===== src/rtl/poll_uart_pkg.sv =====
package poll_uart_pkg;
  // byte offsets of the defined registers
  localparam int unsigned OFF_TX = 32'h00;
  localparam int unsigned OFF_RX = 32'h04;
  localparam int unsigned OFF_ST = 32'h14;
  // status bit positions
  localparam int unsigned ST_RXV = 0;
  localparam int unsigned ST_TXR = 1;
  localparam int unsigned FRAME_BITS = 10;

  typedef enum logic [2:0] {
    RX_IDLE, RX_START, RX_DATA, RX_STOP, RX_WAIT_HI
  } rx_state_e;
endpackage


===== src/rtl/poll_uart_tx.sv =====
module poll_uart_tx #(
  parameter int unsigned DIV_W  = 16,
  parameter int unsigned DATA_W = 8
) (
  input  logic              clk_i,
  input  logic              rst_ni,
  input  logic [DIV_W-1:0]  div_i,
  input  logic              start_i,
  input  logic [DATA_W-1:0] data_i,
  output logic              ready_o,
  output logic              tx_o
);
  import poll_uart_pkg::*;
  localparam int unsigned SH_W = DATA_W + 2;
  localparam int unsigned BC_W = $clog2(SH_W + 1);

  logic [SH_W-1:0]  shreg_q;
  logic [DIV_W-1:0] div_q, cnt_q;
  logic [BC_W-1:0]  left_q;
  logic             busy_q;

  always_ff @(posedge clk_i or negedge rst_ni) begin
    if (!rst_ni) begin
      shreg_q <= '1;
      div_q   <= '0;
      cnt_q   <= '0;
      left_q  <= '0;
      busy_q  <= 1'b0;
    end else if (!busy_q) begin
      if (start_i) begin
        shreg_q <= {1'b1, data_i, 1'b0};
        div_q   <= div_i;
        cnt_q   <= '0;
        left_q  <= BC_W'(SH_W);
        busy_q  <= 1'b1;
      end
    end else if (cnt_q == div_q - 1'b1) begin
      cnt_q   <= '0;
      shreg_q <= {1'b1, shreg_q[SH_W-1:1]};
      left_q  <= left_q - 1'b1;
      if (left_q == BC_W'(1)) busy_q <= 1'b0;
    end else begin
      cnt_q <= cnt_q + 1'b1;
    end
  end

  assign ready_o = !busy_q;
  assign tx_o    = busy_q ? shreg_q[0] : 1'b1;
endmodule


===== src/rtl/poll_uart_rx.sv =====
module poll_uart_rx #(
  parameter int unsigned DIV_W  = 16,
  parameter int unsigned DATA_W = 8
) (
  input  logic              clk_i,
  input  logic              rst_ni,
  input  logic [DIV_W-1:0]  div_i,
  input  logic              rx_i,
  output logic              valid_o,
  output logic [DATA_W-1:0] data_o
);
  import poll_uart_pkg::*;
  localparam int unsigned IDX_W = $clog2(DATA_W);

  logic             sync0_q, sync1_q;
  rx_state_e        state_q;
  logic [DIV_W-1:0] div_q, cnt_q;
  logic [IDX_W-1:0] idx_q;
  logic [DATA_W-1:0] shreg_q;
  logic             bit_end, half_end;

  always_ff @(posedge clk_i or negedge rst_ni) begin
    if (!rst_ni) begin
      sync0_q <= 1'b1;
      sync1_q <= 1'b1;
    end else begin
      sync0_q <= rx_i;
      sync1_q <= sync0_q;
    end
  end

  assign bit_end  = (cnt_q == div_q - 1'b1);
  assign half_end = (cnt_q == (div_q >> 1) - 1'b1);

  always_ff @(posedge clk_i or negedge rst_ni) begin
    if (!rst_ni) begin
      state_q <= RX_IDLE;
      div_q   <= '0;
      cnt_q   <= '0;
      idx_q   <= '0;
      shreg_q <= '0;
      valid_o <= 1'b0;
      data_o  <= '0;
    end else begin
      valid_o <= 1'b0;
      case (state_q)
        RX_IDLE: if (!sync1_q) begin
          state_q <= RX_START;
          div_q   <= div_i;
          cnt_q   <= '0;
        end
        RX_START: begin
          if (half_end) begin
            cnt_q   <= '0;
            idx_q   <= '0;
            state_q <= sync1_q ? RX_IDLE : RX_DATA;
          end else cnt_q <= cnt_q + 1'b1;
        end
        RX_DATA: begin
          if (bit_end) begin
            cnt_q   <= '0;
            shreg_q <= {sync1_q, shreg_q[DATA_W-1:1]};
            if (idx_q == IDX_W'(DATA_W - 1)) state_q <= RX_STOP;
            else idx_q <= idx_q + 1'b1;
          end else cnt_q <= cnt_q + 1'b1;
        end
        RX_STOP: begin
          if (bit_end) begin
            cnt_q <= '0;
            if (sync1_q) begin
              valid_o <= 1'b1;
              data_o  <= shreg_q;
              state_q <= RX_IDLE;
            end else begin
              state_q <= RX_WAIT_HI;   // bad stop: wait for a quiet line
            end
          end else cnt_q <= cnt_q + 1'b1;
        end
        RX_WAIT_HI: if (sync1_q) state_q <= RX_IDLE;
        default: state_q <= RX_IDLE;
      endcase
    end
  end
endmodule


===== src/rtl/poll_uart.sv =====
module poll_uart #(
  parameter int unsigned DIV_W  = 16,
  parameter int unsigned ADDR_W = 5,
  parameter int unsigned BUS_W  = 32,
  parameter int unsigned DATA_W = 8
) (
  input  logic              clk_i,
  input  logic              rst_ni,
  input  logic [DIV_W-1:0]  baud_div_i,
  input  logic              req_i,
  input  logic              we_i,
  input  logic [ADDR_W-1:0] addr_i,
  input  logic [BUS_W-1:0]  wdata_i,
  output logic [BUS_W-1:0]  rdata_o,
  output logic              unimpl_o,
  input  logic              rx_i,
  output logic              tx_o,
  output logic              overrun_o
);
  import poll_uart_pkg::*;

  logic hit_tx, hit_rx, hit_st;
  logic tx_rdy, tx_start;
  logic rx_valid;
  logic [DATA_W-1:0] rx_byte;
  logic rx_rdy_q, ovr_q;
  logic [DATA_W-1:0] rx_data_q;
  logic rd_rx;

  assign hit_tx = req_i && (addr_i == ADDR_W'(OFF_TX));
  assign hit_rx = req_i && (addr_i == ADDR_W'(OFF_RX));
  assign hit_st = req_i && (addr_i == ADDR_W'(OFF_ST));
  assign unimpl_o = req_i && !(hit_tx || hit_rx || hit_st);

  assign tx_start = hit_tx && we_i && tx_rdy;
  assign rd_rx    = hit_rx && !we_i;

  poll_uart_tx #(.DIV_W(DIV_W), .DATA_W(DATA_W)) i_tx (
    .clk_i   (clk_i),
    .rst_ni  (rst_ni),
    .div_i   (baud_div_i),
    .start_i (tx_start),
    .data_i  (wdata_i[DATA_W-1:0]),
    .ready_o (tx_rdy),
    .tx_o    (tx_o)
  );

  poll_uart_rx #(.DIV_W(DIV_W), .DATA_W(DATA_W)) i_rx (
    .clk_i   (clk_i),
    .rst_ni  (rst_ni),
    .div_i   (baud_div_i),
    .rx_i    (rx_i),
    .valid_o (rx_valid),
    .data_o  (rx_byte)
  );

  always_ff @(posedge clk_i or negedge rst_ni) begin
    if (!rst_ni) begin
      rx_rdy_q  <= 1'b0;
      rx_data_q <= '0;
      ovr_q     <= 1'b0;
    end else begin
      if (rx_valid && !rx_rdy_q) begin
        rx_data_q <= rx_byte;
        rx_rdy_q  <= 1'b1;
      end else if (rd_rx) begin
        rx_rdy_q  <= 1'b0;
      end
      if (rx_valid && rx_rdy_q) ovr_q <= 1'b1;
    end
  end

  always_comb begin
    rdata_o = '0;
    if (req_i && !we_i) begin
      if (hit_rx) rdata_o[DATA_W-1:0] = rx_data_q;
      if (hit_st) begin
        rdata_o[ST_RXV] = rx_rdy_q;
        rdata_o[ST_TXR] = tx_rdy;
      end
    end
  end

  assign overrun_o = ovr_q;
endmodule


===== config.mk =====
export PLATFORM = sky130hd
export DESIGN_NAME = poll_uart
export DESIGN_NICKNAME = d
export VERILOG_FILES = /design/src/rtl/poll_uart_pkg.sv /design/src/rtl/poll_uart_tx.sv /design/src/rtl/poll_uart_rx.sv /design/src/rtl/poll_uart.sv
export SDC_FILE = /design/constraint.sdc
export NUM_CORES = 1
export LEC_CHECK = 0
export BUFFER_PORTS_ARGS = -buffer_cell sky130_fd_sc_hd__buf_2
export CAP_MARGIN = 20
export CORE_MARGIN = 1.5
export CORE_UTILIZATION = 53
export DETAILED_ROUTE_END_ITERATION = 10
export GPL_ROUTABILITY_DRIVEN = 1
export MAX_ROUTING_LAYER = met4
export PLACE_DENSITY_LB_ADDON = 0.25
export SYNTH_ARGS = -nofsm -noshare
export SYNTH_HDL_FRONTEND = slang
export SYNTH_SLANG_ARGS = --single-unit
export TNS_END_PERCENT = 1

===== constraint.sdc =====
create_clock -name clk_i -period 2.9 [get_ports clk_i]
set_input_delay 0.58 -clock clk_i [delete_from_list [all_inputs] [get_ports clk_i]]
set_output_delay 0.58 -clock clk_i [all_outputs]
set_load 0.03 [all_outputs]

---- Word level (Yosys, flattened, before mapping) ----
Index checks and enable logic that the tools add are counted.
word-level totals
  bits in registers ....................... 114
  input port bits ......................... 58
  output and inout bits ................... 35
  word-level logic and storage cells ...... 115
cells by class
  add/subtract/negate cells ............... 7
  eq/ne operators ......................... 19
  mux-type cells .......................... 39
  bitwise logic cells ..................... 2
  reductions and logical operators ........ 31
operators by type and width
  cell                                                number
  two-way mux 16 bit                                  6
  == test 16 bit                                      3
  case mux 16 bit (3 select lines)                    1
  adder 16 x 1 -> 16 bit, second input constant       2
  subtractor 16 x 1 -> 16 bit, second input constant  2
  two-way mux 10 bit                                  3
  two-way mux 3 bit                                   10
  two-way mux 8 bit                                   2
  subtractor 15 x 1 -> 16 bit, second input constant  1
  case mux 3 bit (5 select lines)                     1
  two-way mux 4 bit                                   3
  logical AND 1 bit                                   10
  two-way mux 1 bit                                   10
  != test 2 x 1 -> 1 bit, second input constant       5
  AND reduction 2 bit                                 5
  == test 3 x 2 -> 1 bit, second input constant       2
  == test 3 bit, second input constant                2
  != test 2 bit, second input constant                3
  case mux 3 bit (2 select lines)                     1
  AND reduction 6 bit                                 1
  nonzero test 2 bit                                  3
  == test 5 x 3 -> 1 bit, second input constant       1
  == test 5 bit, second input constant                1
  logical NOT 5 bit                                   1
  13 further kinds                                    19

---- Longest topological paths before layout ----
  depth in word-level cells ............... 6
  gate-level depth with buffers ........... 14
  depth with buffers taken out ............ 10

---- Modules after synthesis ----
Synthesis repeated with hierarchy kept, for this count alone.
unflattened totals
  cells, all modules ...................... 745
  area total of the unflattened synthesis .. 7385.8 µm²
modules (own cells, without submodules)
  module        instances  cells each  area each (µm²)  sequential area each (µm²)
  poll_uart_rx  1          397         3844.9           1428.9
  poll_uart_tx  1          276         2805.2           1162.4
  poll_uart     1          72          735.7            250.2

---- Worst setup path after synthesis ----
OpenSTA, ideal clock, no wires.
  path kind ............................... register -> register
  from .................................... reg i_rx.div_q[1]
  to ...................................... reg i_rx.shreg_q[0]
  library setup time ...................... 125 ps
  data arrival time ....................... 2947 ps
  data required time ...................... 2775 ps
  path slack .............................. -171 ps
  stages on the path, launching flop included .. 13
  buffers on the path ..................... 2
  period minus slack after synthesis ...... 3071 ps
  cells stage by stage .................... dfrtp_1 -> clkbuf_1 -> inv_1 -> ha_1 -> nor4b_2 -> nand3_1 -> a2111oi_0 -> and4bb_1 -> and4_1 -> buf_2 -> nand2_1 -> nor2_4 -> mux2_2
between the ends
  longest elaborated chain between the ends .. 3
RTL lines
  what                                  line                RTL
  from (decl)                           poll_uart_rx.sv:17  logic [DIV_W-1:0] div_q, cnt_q;
  from (signal assigned)                poll_uart_rx.sv:49  div_q <= div_i;
  subtractor 16 x 1 -> 16 bit           poll_uart_rx.sv:32  assign bit_end = (cnt_q == div_q - 1'b1);
  == test 16 bit                        poll_uart_rx.sv:32
  AND reduction 2 bit (no source line)  n/a
  to (signal assigned)                  poll_uart_rx.sv:62  shreg_q <= {sync1_q, shreg_q[DATA_W-1:1]};
  to (decl)                             poll_uart_rx.sv:19  logic [DATA_W-1:0] shreg_q;
No other way between the ends.
A chain may end at the register's enable or synchronous reset.

---- Final worst setup path ----
  from .................................... reg i_rx.div_q[2]
  to ...................................... reg i_rx.shreg_q[5]
Same word-level chain as after synthesis.

==> flow_summary.ini <==
[cells_and_area]
diodes = 0
nets = 886
fin_util = 0.665
fillers = 1007
multi_input_area_um2 = 3960
final_common_cell = dfrtp_1
seqCellArea_um2 = 2840
synthToLayoutAreaGrowth_pct = 21.0
final_cell_mix = dfrtp_1, buf_4, nand2_1
final_cells = 1003
drive_gt1_frac = 0.302

[floorplan]
rows = 41
io_pins = 93
core_area_um2 = 12800
die_height_um = 118
start_util = 0.550
die_area_um2 = 14000
die_x_um = 118

[critical_path]
cp-start-kind = flop
crit_arrival_ns = 3.18
crit_type = flop to flop
timing.rr.end = i_rx.shreg_q[5]
r2r_start = i_rx.div_q[2]
setup.worst_path.end_class = flop
cp.required_ns = 3.20
r2r_slack_ns = 0.01
path_max_fanout = 6
r2r_cells = 10

[clock_tree]
clockBufferDepth = 2
clock_sinks = 113
cts_tree = built
path_clk_slew_ns = 0.05
cts_buffers = 17
htree_levels = 4
clock_latency_ns = 0.42
postCtsHoldBufs = 0
root_buffer = clkbuf_16

[global_route]
grt.total_usage = 0.246
grt_pass1_wl_mm = 26.8
grt_overflow_total = 0
grt_max_degree = 52
antenna_found_initial = 0
grt_pass1_vias = 5585

[logic_synthesis]
ys_ff_latch = 113
syn_area_um2 = 7020
synth_edf_count = 0
synthArstFlopShare = 1.00
synth_warnings = 0
synthCells = 733
synth_seq_area_share = 0.405
ys_types = 69
syn_area_per_cell_um2 = 9.58
ys.flop_type = dfrtp_1

[outcome]
outcome = completed

[detailed_routing]
post_drt_wl_per_cell_um = 16.3
ant_nets = 0
vias_per_cell = 5.67
vias = 5690
drc = 0
drt-total-wl_mm = 16.3
drtIter0Drc = 417
drtPass1Iterations = 5

[power]
peakVddDrop_mv = 0.470
power_mw = 6.19
power.leakage_nw = 3.85
p_per_area_nw_per_um2 = 728

[placement]
hpwl_mm = 11.7
gp_congestion = 0.912
post-place-ws_ns = -0.195
io_buffers = 44
placed_cells = 968

[job]
max_cap_violations = 0

[sta]
finalHoldViolCount = 0
tightest_slew_ns = 0.785
finalCriticalPeriod_ns = 2.89
max_freq_ghz = 0.347
final-setup-viol-count = 0
finalCritPeriodShare = 0.995
rsz0062_at_grt = true
finClkSkew_ns = 0.00906
setup_ws_ns = 0.0145
slew_violations = 0
whs_ns = 0.0612
relSlewSlack = 0.477

[worst_hold_path]
hold_class = primary input to asynchronous set/reset pin
## worst max path at each step
stage / cells after the start / from / endpoint
finish: 10 / i_rx.div_q[2] / i_rx.shreg_q[5]
floorplan: 13 / i_rx.div_q[1] / i_rx.shreg_q[0]
detailed placement: 11 / i_rx.div_q[3] / i_rx.cnt_q[15]
global route: 12 / i_rx.div_q[2] / i_rx.shreg_q[5]
CTS: 11 / i_rx.div_q[1] / i_rx.shreg_q[5]
global placement: 11 / i_rx.div_q[3] / i_rx.cnt_q[14]
## per-stage QoR
step	area, µm²	TNS, ns
final	8500	0
after global routing	8500	-1.44
after floorplan	7130	0
after global placement	7740	-1.60
after detailed placement	7740	-3.05
after CTS	8370	0
## where the power goes
group	internal [mW]	leakage, nW	switching [mW]
clock network	1.33	0.275	0.731
registers	1.74	1.39	0.268
logic	1.00	2.18	1.12
total	4.07	3.85	2.12
## Yosys cell counts (11+ instances only)
cell        n  area (µm²)
xor2_1     21         184
nor3_1     16        80.1
xnor2_1    39         342
nand3_1    34         170
dfrtp_1   102        2550
o21ai_0    32         160
dfstp_2    11         289
nand4_1    13        81.3
a21oi_1    25         125
mux2i_1    17         170
nor2_1     43         161
mux2_2     56         631
inv_1      23        86.3
clkbuf_1   37         139
nand2_1    58         218
a21o_1     11        82.6
nand3b_1   13        97.6
buf_4      25         188
or3_1      11        68.8
## kinds of logic after synthesis
group / Yosys count / synth area share
adders and majority gates: 9 / 0.0160
buffers and inverters: 94 / 0.0665
DFF: 113 / 0.405
other: 1 / 0.000534
muxes: 73 / 0.114
and+or+nand+nor: 261 / 0.210
xor gates and xnor gates: 60 / 0.0748
AOI/OAI and AO/OA: 122 / 0.114
## critical path: stages (launching register included)
cell	delay (ns)
dfrtp_1	0.39
buf_4	0.17
nor4_2	0.33
nand4_1	0.19
or3_1	0.39
a22oi_2	0.29
and4_4	0.33
nand2_4	0.06
nor2_4	0.17
buf_6	0.14
mux2_4	0.29
## layout make-up
cell class / count / area share
Clock buffer: 23 / 0.0562
Timing Repair Buffer: 115 / 0.0952
Sequential cell: 113 / 0.334
Clock inverter: 8 / 0.0124
Tap cell: 172 / 0.0253
Inverter: 23 / 0.0102
Multi-Input combinational cell: 549 / 0.466
## registers in the layout (all words and copies together) (netlist names)
signal,count
i_rx.cnt_q,16
i_rx.sync1_q,1
i_tx.busy_q,1
i_rx.div_q,16
i_tx.div_q,16
i_rx.idx_q,3
rx_data_q,8
i_rx.sync0_q,1
i_tx.shreg_q,9
i_rx.shreg_q,8
overrun_o,1
i_tx.cnt_q,16
i_tx.left_q,4
i_rx.valid_o,1
i_rx.state_q,3
rx_rdy_q,1
i_rx.data_o,8
## timing repair
action                                  in CTS  in global routing
pin swaps                                    4                  8
setup buffers                                0                  4
endpoints found under the setup margin      38                 53
gates resized for setup                     11                 23
## layer usage
metal / share of wire / vias up / global-route usage
met1: 0.44 / 2794 / 0.297
li1: - / 2732 / -
met4: 0.021 / 0 / 0.104
met2: 0.51 / 131 / 0.407
met3: 0.032 / 33 / 0.0455
met5: 0 / - / -
No activity file was read; power rests on OpenSTA's default activity.
